`src/rtl/twin_lifo_pkg.sv`:
```
package twin_lifo_pkg;

  // strobes handed from a stack controller to its memory port
  typedef struct packed {
    logic portEn;  // access the memory this cycle
    logic portWe;  // the access is a write (read data follows write data)
  } memStrobe_t;

  // decoded command of one stack for one cycle
  typedef enum logic [2:0] {
    OP_IDLE,
    OP_PUSH,
    OP_POP,
    OP_SWAP,
    OP_REFUSE
  } stackOp_t;

endpackage

```
`src/rtl/twin_lifo_ctrl.sv`:
```
module twin_lifo_ctrl
  import twin_lifo_pkg::*;
#(
  parameter int HALF   = 8,
  parameter int BASE   = 0,
  parameter int ADDR_W = 4,
  parameter int CNT_W  = 4
) (
  input  logic              clk,
  input  logic              rstN,
  input  logic              pushReq,
  input  logic              popReq,
  output memStrobe_t        strobe,
  output logic [ADDR_W-1:0] portAddr,
  output logic [CNT_W-1:0]  level,
  output logic              isFull,
  output logic              isEmpty,
  output logic              errPulse
);

  localparam logic [CNT_W-1:0]  LIMIT   = CNT_W'(HALF);
  localparam logic [ADDR_W-1:0] BASE_AD = ADDR_W'(BASE);

  stackOp_t         op;
  logic [CNT_W-1:0] levelNext;
  logic [CNT_W-1:0] slot;
  logic             errNext;

  assign isFull  = (level == LIMIT);
  assign isEmpty = (level == '0);

  // command decode
  always_comb begin
    op = OP_IDLE;
    unique case ({pushReq, popReq})
      2'b10:   op = isFull  ? OP_REFUSE : OP_PUSH;
      2'b01:   op = isEmpty ? OP_REFUSE : OP_POP;
      2'b11:   op = isEmpty ? OP_REFUSE : OP_SWAP;
      default: op = OP_IDLE;
    endcase
  end

  // pointer update, slot selection and port strobes
  always_comb begin
    levelNext     = level;
    slot          = '0;
    strobe.portEn = 1'b0;
    strobe.portWe = 1'b0;
    errNext       = 1'b0;
    unique case (op)
      OP_PUSH: begin
        levelNext     = level + 1'b1;
        slot          = level;           // new top index
        strobe.portEn = 1'b1;
        strobe.portWe = 1'b1;
      end
      OP_SWAP: begin
        slot          = level - 1'b1;    // overwrite current top
        strobe.portEn = 1'b1;
        strobe.portWe = 1'b1;
      end
      OP_POP: begin
        levelNext = level - 1'b1;
        if (level > CNT_W'(1)) begin
          slot          = level - CNT_W'(2);  // element beneath
          strobe.portEn = 1'b1;
        end
      end
      OP_REFUSE: errNext = 1'b1;
      default: ;
    endcase
  end

  assign portAddr = BASE_AD + ADDR_W'(slot);

  always_ff @(posedge clk) begin
    if (!rstN) begin
      level    <= '0;
      errPulse <= 1'b0;
    end else begin
      level    <= levelNext;
      errPulse <= errNext;
    end
  end

  AST_LEVEL_RANGE: assert property (@(posedge clk) disable iff (!rstN)
    level <= LIMIT);
  AST_FLAGS_APART: assert property (@(posedge clk) disable iff (!rstN)
    !(isFull && isEmpty));
  AST_PUSH_GROWS: assert property (@(posedge clk) disable iff (!rstN)
    (pushReq && !popReq && !isFull) |=> level == $past(level) + 1'b1);
  AST_POP_SHRINKS: assert property (@(posedge clk) disable iff (!rstN)
    (popReq && !pushReq && !isEmpty) |=> level == $past(level) - 1'b1);
  AST_SWAP_HOLDS: assert property (@(posedge clk) disable iff (!rstN)
    (pushReq && popReq && !isEmpty) |=> $stable(level));
  AST_NO_OVERFLOW: assert property (@(posedge clk) disable iff (!rstN)
    (pushReq && !popReq && isFull) |=> (errPulse && $stable(level)));
  AST_NO_UNDERFLOW: assert property (@(posedge clk) disable iff (!rstN)
    (popReq && isEmpty) |=> (errPulse && level == '0));
  AST_IDLE_HOLDS: assert property (@(posedge clk) disable iff (!rstN)
    (!pushReq && !popReq) |=> ($stable(level) && !errPulse));
  AST_ERR_ONE_CYCLE: assert property (@(posedge clk) disable iff (!rstN)
    (errPulse && !pushReq && !popReq) |=> !errPulse);

endmodule

```
`src/rtl/twin_lifo_mem.sv`:
```
module twin_lifo_mem
  import twin_lifo_pkg::*;
#(
  parameter int DEPTH  = 16,
  parameter int WIDTH  = 8,
  parameter int NPORT  = 2,
  parameter int ADDR_W = 4
) (
  input  logic              clk,
  input  logic              rstN,
  input  memStrobe_t        strobe [NPORT],
  input  logic [ADDR_W-1:0] addr   [NPORT],
  input  logic [WIDTH-1:0]  wdata  [NPORT],
  output logic [WIDTH-1:0]  rdata  [NPORT]
);

  logic [WIDTH-1:0] store [DEPTH];

  // storage: each port writes only inside its own region, so no collisions
  always_ff @(posedge clk) begin
    for (int p = 0; p < NPORT; p++) begin
      if (strobe[p].portEn && strobe[p].portWe)
        store[addr[p]] <= wdata[p];
    end
  end

  // write-first read registers
  always_ff @(posedge clk) begin
    if (!rstN) begin
      for (int p = 0; p < NPORT; p++) rdata[p] <= '0;
    end else begin
      for (int p = 0; p < NPORT; p++) begin
        if (strobe[p].portEn)
          rdata[p] <= strobe[p].portWe ? wdata[p] : store[addr[p]];
      end
    end
  end

  for (genvar p = 0; p < NPORT; p++) begin : g_chk
    AST_WRITE_FIRST: assert property (@(posedge clk) disable iff (!rstN)
      (strobe[p].portEn && strobe[p].portWe) |=> rdata[p] == $past(wdata[p]));
    AST_READ_HOLD: assert property (@(posedge clk) disable iff (!rstN)
      !strobe[p].portEn |=> $stable(rdata[p]));
  end

endmodule

```
`src/rtl/twin_lifo.sv`:
```
module twin_lifo
  import twin_lifo_pkg::*;
#(
  parameter int DEPTH  = 16,
  parameter int WIDTH  = 8,
  localparam int HALF   = DEPTH / 2,
  localparam int ADDR_W = $clog2(DEPTH),
  localparam int CNT_W  = $clog2(HALF + 1)
) (
  input  logic             clk,
  input  logic             rstN,
  input  logic             push0,
  input  logic             pop0,
  input  logic [WIDTH-1:0] din0,
  output logic [WIDTH-1:0] top0,
  output logic [CNT_W-1:0] level0,
  output logic             full0,
  output logic             empty0,
  output logic             err0,
  input  logic             push1,
  input  logic             pop1,
  input  logic [WIDTH-1:0] din1,
  output logic [WIDTH-1:0] top1,
  output logic [CNT_W-1:0] level1,
  output logic             full1,
  output logic             empty1,
  output logic             err1
);

  localparam int NSTK = 2;

  logic             pushV  [NSTK];
  logic             popV   [NSTK];
  logic [WIDTH-1:0] dinV   [NSTK];
  memStrobe_t       stb    [NSTK];
  logic [ADDR_W-1:0] adr   [NSTK];
  logic [WIDTH-1:0] rd     [NSTK];
  logic [CNT_W-1:0] lvl    [NSTK];
  logic             fullV  [NSTK];
  logic             emptyV [NSTK];
  logic             errV   [NSTK];

  assign pushV[0] = push0;
  assign pushV[1] = push1;
  assign popV[0]  = pop0;
  assign popV[1]  = pop1;
  assign dinV[0]  = din0;
  assign dinV[1]  = din1;

  for (genvar s = 0; s < NSTK; s++) begin : g_stk
    twin_lifo_ctrl #(
      .HALF  (HALF),
      .BASE  (s * HALF),
      .ADDR_W(ADDR_W),
      .CNT_W (CNT_W)
    ) i_ctrl (
      .clk     (clk),
      .rstN    (rstN),
      .pushReq (pushV[s]),
      .popReq  (popV[s]),
      .strobe  (stb[s]),
      .portAddr(adr[s]),
      .level   (lvl[s]),
      .isFull  (fullV[s]),
      .isEmpty (emptyV[s]),
      .errPulse(errV[s])
    );

    AST_OWN_REGION: assert property (@(posedge clk) disable iff (!rstN)
      stb[s].portEn |-> (int'(adr[s]) >= s * HALF && int'(adr[s]) < (s + 1) * HALF));
  end

  twin_lifo_mem #(
    .DEPTH (DEPTH),
    .WIDTH (WIDTH),
    .NPORT (NSTK),
    .ADDR_W(ADDR_W)
  ) i_mem (
    .clk   (clk),
    .rstN  (rstN),
    .strobe(stb),
    .addr  (adr),
    .wdata (dinV),
    .rdata (rd)
  );

  assign top0   = emptyV[0] ? '0 : rd[0];
  assign top1   = emptyV[1] ? '0 : rd[1];
  assign level0 = lvl[0];
  assign level1 = lvl[1];
  assign full0  = fullV[0];
  assign full1  = fullV[1];
  assign empty0 = emptyV[0];
  assign empty1 = emptyV[1];
  assign err0   = errV[0];
  assign err1   = errV[1];

endmodule

```
`config.mk`:
```
export PLATFORM = sky130hd
export DESIGN_NAME = twin_lifo
export DESIGN_NICKNAME = d
export VERILOG_FILES = /design/src/rtl/twin_lifo_pkg.sv /design/src/rtl/twin_lifo_ctrl.sv /design/src/rtl/twin_lifo_mem.sv /design/src/rtl/twin_lifo.sv
export SDC_FILE = /design/constraint.sdc
export NUM_CORES = 1
export LEC_CHECK = 0
export BUFFER_PORTS_ARGS = -buffer_cell sky130_fd_sc_hd__buf_2
export CORE_UTILIZATION = 63
export DETAILED_ROUTE_END_ITERATION = 10
export HOLD_SLACK_MARGIN = 0.15
export PLACE_DENSITY = 0.8
export SLEW_MARGIN = 10
export SYNTH_ARGS = -nofsm -noshare
export SYNTH_HDL_FRONTEND = slang
export SYNTH_SLANG_ARGS = --single-unit
```
`constraint.sdc`:
```
create_clock -name clk -period 5.66 [get_ports clk]
set_input_delay 0.566 -clock clk [delete_from_list [all_inputs] [get_ports clk]]
set_output_delay 0.566 -clock clk [all_outputs]
set_load 0.01 [all_outputs]
```
==> results.json <==
{
  "status": "finished clean",
  "drt_first_pass_iters": 7,
  "hpwlAfterDp_mm": 21.53,
  "io_pins": 52,
  "p_clk_frac": 0.272,
  "num_rows": 45,
  "cts_buffers": 17,
  "first_global_vias": 7584,
  "worstPathRequired_ps": 5720,
  "ctsHoldBuffers": 0,
  "path_clk_slew_ps": 70,
  "cts_max_level": 4,
  "powerDensity_mw_per_mm2": 375.3,
  "io_buffers": 51,
  "ir_worst_vdd_mv": 0.2927,
  "grt_max_degree": 68,
  "r2r_start": "g_stk[0].i_ctrl.level[0]$_SDFFE_PN0P_",
  "layout_common_cells": "edfxtp_1, mux2_2, nand2_1, a211oi_1, buf_2",
  "p_int_mw": 2.521,
  "leakage_nw": 4.052,
  "worst_r2r_path_depth": 8,
  "fin_skew_ps": 8.395,
  "hold_viol_final": 0,
  "r2r_end": "i_mem.store[7][4]$_DFFE_PP_",
  "vias_per_cell": 7.150,
  "clkSinkCount": 154,
  "swShare": 0.3820,
  "post_drt_wl_per_cell_um": 28.66,
  "rsz0062_at_grt": "false",
  "clk-insertion-delay-late_ps": 430,
  "final_common_cell": "edfxtp_1",
  "wl_mm": 32.53,
  "min-delay-start": "push1",
  "die_area_mm2": 0.01650,
  "cts_setup_buffers": 0,
  "maxSlewHeadroom": 0.2544,
  "gr-total-overflow": 0,
  "stdcell_count": 1135,
  "grt_usage": 0.4095,
  "drt_iter0_drc": 993,
  "ys_types": 63,
  "period_share": 0.7658,
  "tritoncts": "built",
  "gp_congestion": 0.9995,
  "die_h_um": 128.5,
  "async_flop_share": 0,
  "ys_seq_elements": 154,
  "syn_inst": 905,
  "num_antenna_cells": 0,
  "fin_setup_tns_ps": 0,
  "power_switching_mw": 1.558,
  "seqPwrFrac": 0.355,
  "path_max_fanout": 55,
  "synthesis.nets": 941,
  "worst_slew_pin_slew_ps": 1118,
  "pwr-share-comb": 0.374,
  "ctsRootBufferMaster": "clkbuf_16",
  "cts_resized": 0,
  "fin_crit_ps": 4335,
  "startpoint_type": "flop",
  "netlist_area_mm2": 0.01007,
  "synthFlopType": "edfxtp_1",
  "yosysWarnings": 0,
  "critPathKind": "reg2reg",
  "start_util": 0.6530,
  "grt_pass1_wl_mm": 48.00,
  "synth_edf_count": 128,
  "clock_path_buffers": 2,
  "die_x_um": 128.5,
  "nNetsFinal": 947,
  "hold_depth": 3,
  "drt.antenna.violating_nets": 0,
  "drc": 0,
  "setup.worst_path.end_class": "flop",
  "setup_viol": 0,
  "vias": 8115,
  "antenna_found_initial": 0,
  "coreArea_mm2": 0.01543,
  "syn-mean-instance-area_um2": 11.13,
  "slew_viol_final": 0,
  "seq_area_frac_synth": 0.4332,
  "arrival_ps": 4390,
  "drive_gt1_frac": 0.2890,
  "hold_class": "in2reg",
  "holdWs_ps": 494.3,
  "dp.cells": 1103,
  "syn_to_final_growth_pct": 7.900,
  "reg2reg_slack_ps": 1330,
  "fmax_mhz": 230.7,
  "drv_cap": 0,
  "min_to": "g_stk[1].i_ctrl.errPulse$_SDFF_PN0_"
}
critical path, stage by stage, from the launching register on:
cell and delay, ps:
dfxtp_1 490, inv_1 140, ha_1 240, nor3b_2 240
nor3b_2 410, and2_1 270, o31a_2 900, nand2_1 470
o22ai_1 770
metal layers:
layer	global-route usage	vias to the layer above	routed length, um
met5	0	-	0
li1	-	3460	-
met1	0.5301	3962	12200
met4	0.2042	0	1679
met2	0.6617	570	15190
met3	0.07775	123	3459
flip-flops by register name, summed over array words and instances, names as in the netlist:
register	count
g_stk.i_ctrl.level	8
i_mem.store	128
i_mem.rdata	16
g_stk.i_ctrl.errPulse	2
how the worst max path moves through the flow:
stage	to	startpoint	cells after the start
floorplan	i_mem.store[11][0]$_DFFE_PP_	g_stk[0].i_ctrl.level[0]$_SDFFE_PN0P_	10
global placement	i_mem.store[7][2]$_DFFE_PP_	g_stk[0].i_ctrl.level[0]$_SDFFE_PN0P_	8
detailed placement	i_mem.store[7][4]$_DFFE_PP_	g_stk[0].i_ctrl.level[0]$_SDFFE_PN0P_	8
CTS	i_mem.store[7][2]$_DFFE_PP_	g_stk[0].i_ctrl.level[0]$_SDFFE_PN0P_	8
global route	i_mem.store[13][2]$_DFFE_PP_	g_stk[0].i_ctrl.level[0]$_SDFFE_PN0P_	8
finish	i_mem.store[7][4]$_DFFE_PP_	g_stk[0].i_ctrl.level[0]$_SDFFE_PN0P_	8
cells in the mapped netlist (9+ instances only):
cell type,n,area share
ha_1,14,0.017
dfxtp_1,26,0.052
mux2i_1,49,0.049
a22o_1,12,0.010
nor2_1,9,0.0034
mux2_4,16,0.024
nor2b_1,35,0.022
a311oi_1,32,0.028
o22ai_1,21,0.013
edfxtp_1,128,0.38
nand2b_1,12,0.0075
o21ai_0,23,0.011
a21oi_1,24,0.012
and3_1,36,0.022
nand2_1,95,0.035
mux2_2,125,0.14
buf_2,25,0.012
clkbuf_1,34,0.013
a211oi_1,52,0.039
inv_1,12,0.0045
power groups by stage:
stage	clock [mW]	combinational [mW]	sequential, mW
after floorplan	0	1.08	1.43
after global routing	1.16	1.61	1.45
after global placement	0	1.43	1.46
after detailed placement	0	1.46	1.47
final	1.11	1.52	1.45
after CTS	1.11	1.47	1.44
through the flow:
| stage | setup WS [ps] | util | power [mW] | area, um2 |
|---|---|---|---|---|
| global placement | 1628 | 0.6680 | 2.898 | 10300 |
| finish | 1325 | 0.7045 | 4.079 | 10870 |
| detailed placement | 1481 | 0.6680 | 2.929 | 10300 |
| global route | 1101 | 0.7045 | 4.216 | 10870 |
| floorplan | 2436 | - | 2.504 | 10070 |
| CTS | 1429 | 0.7045 | 4.025 | 10870 |
kinds of logic (layout without fill, tap and decap cells):
kind of cell / count (synthesis) / after routing / synth area share
compound gates: 198 / 198 / 0.1433
xor+xnor: 9 / 9 / 0.007826
fa+ha+maj: 16 / 16 / 0.01938
buf+inv: 86 / 105 / 0.04161
flops: 154 / 154 / 0.4332
mux: 191 / 191 / 0.2134
simple gates: 251 / 251 / 0.1412
cell type report:
type	count	area (um2)
well taps	211	264.0
multi-input cells	665	5301
repair buffers	61	330.3
flip-flops and latches	154	4364
clock buffers	22	485.5
inverters	12	45.04
clock inverters	10	78.83
fillers	1185	4558
(Power assumes the default switching activity.)
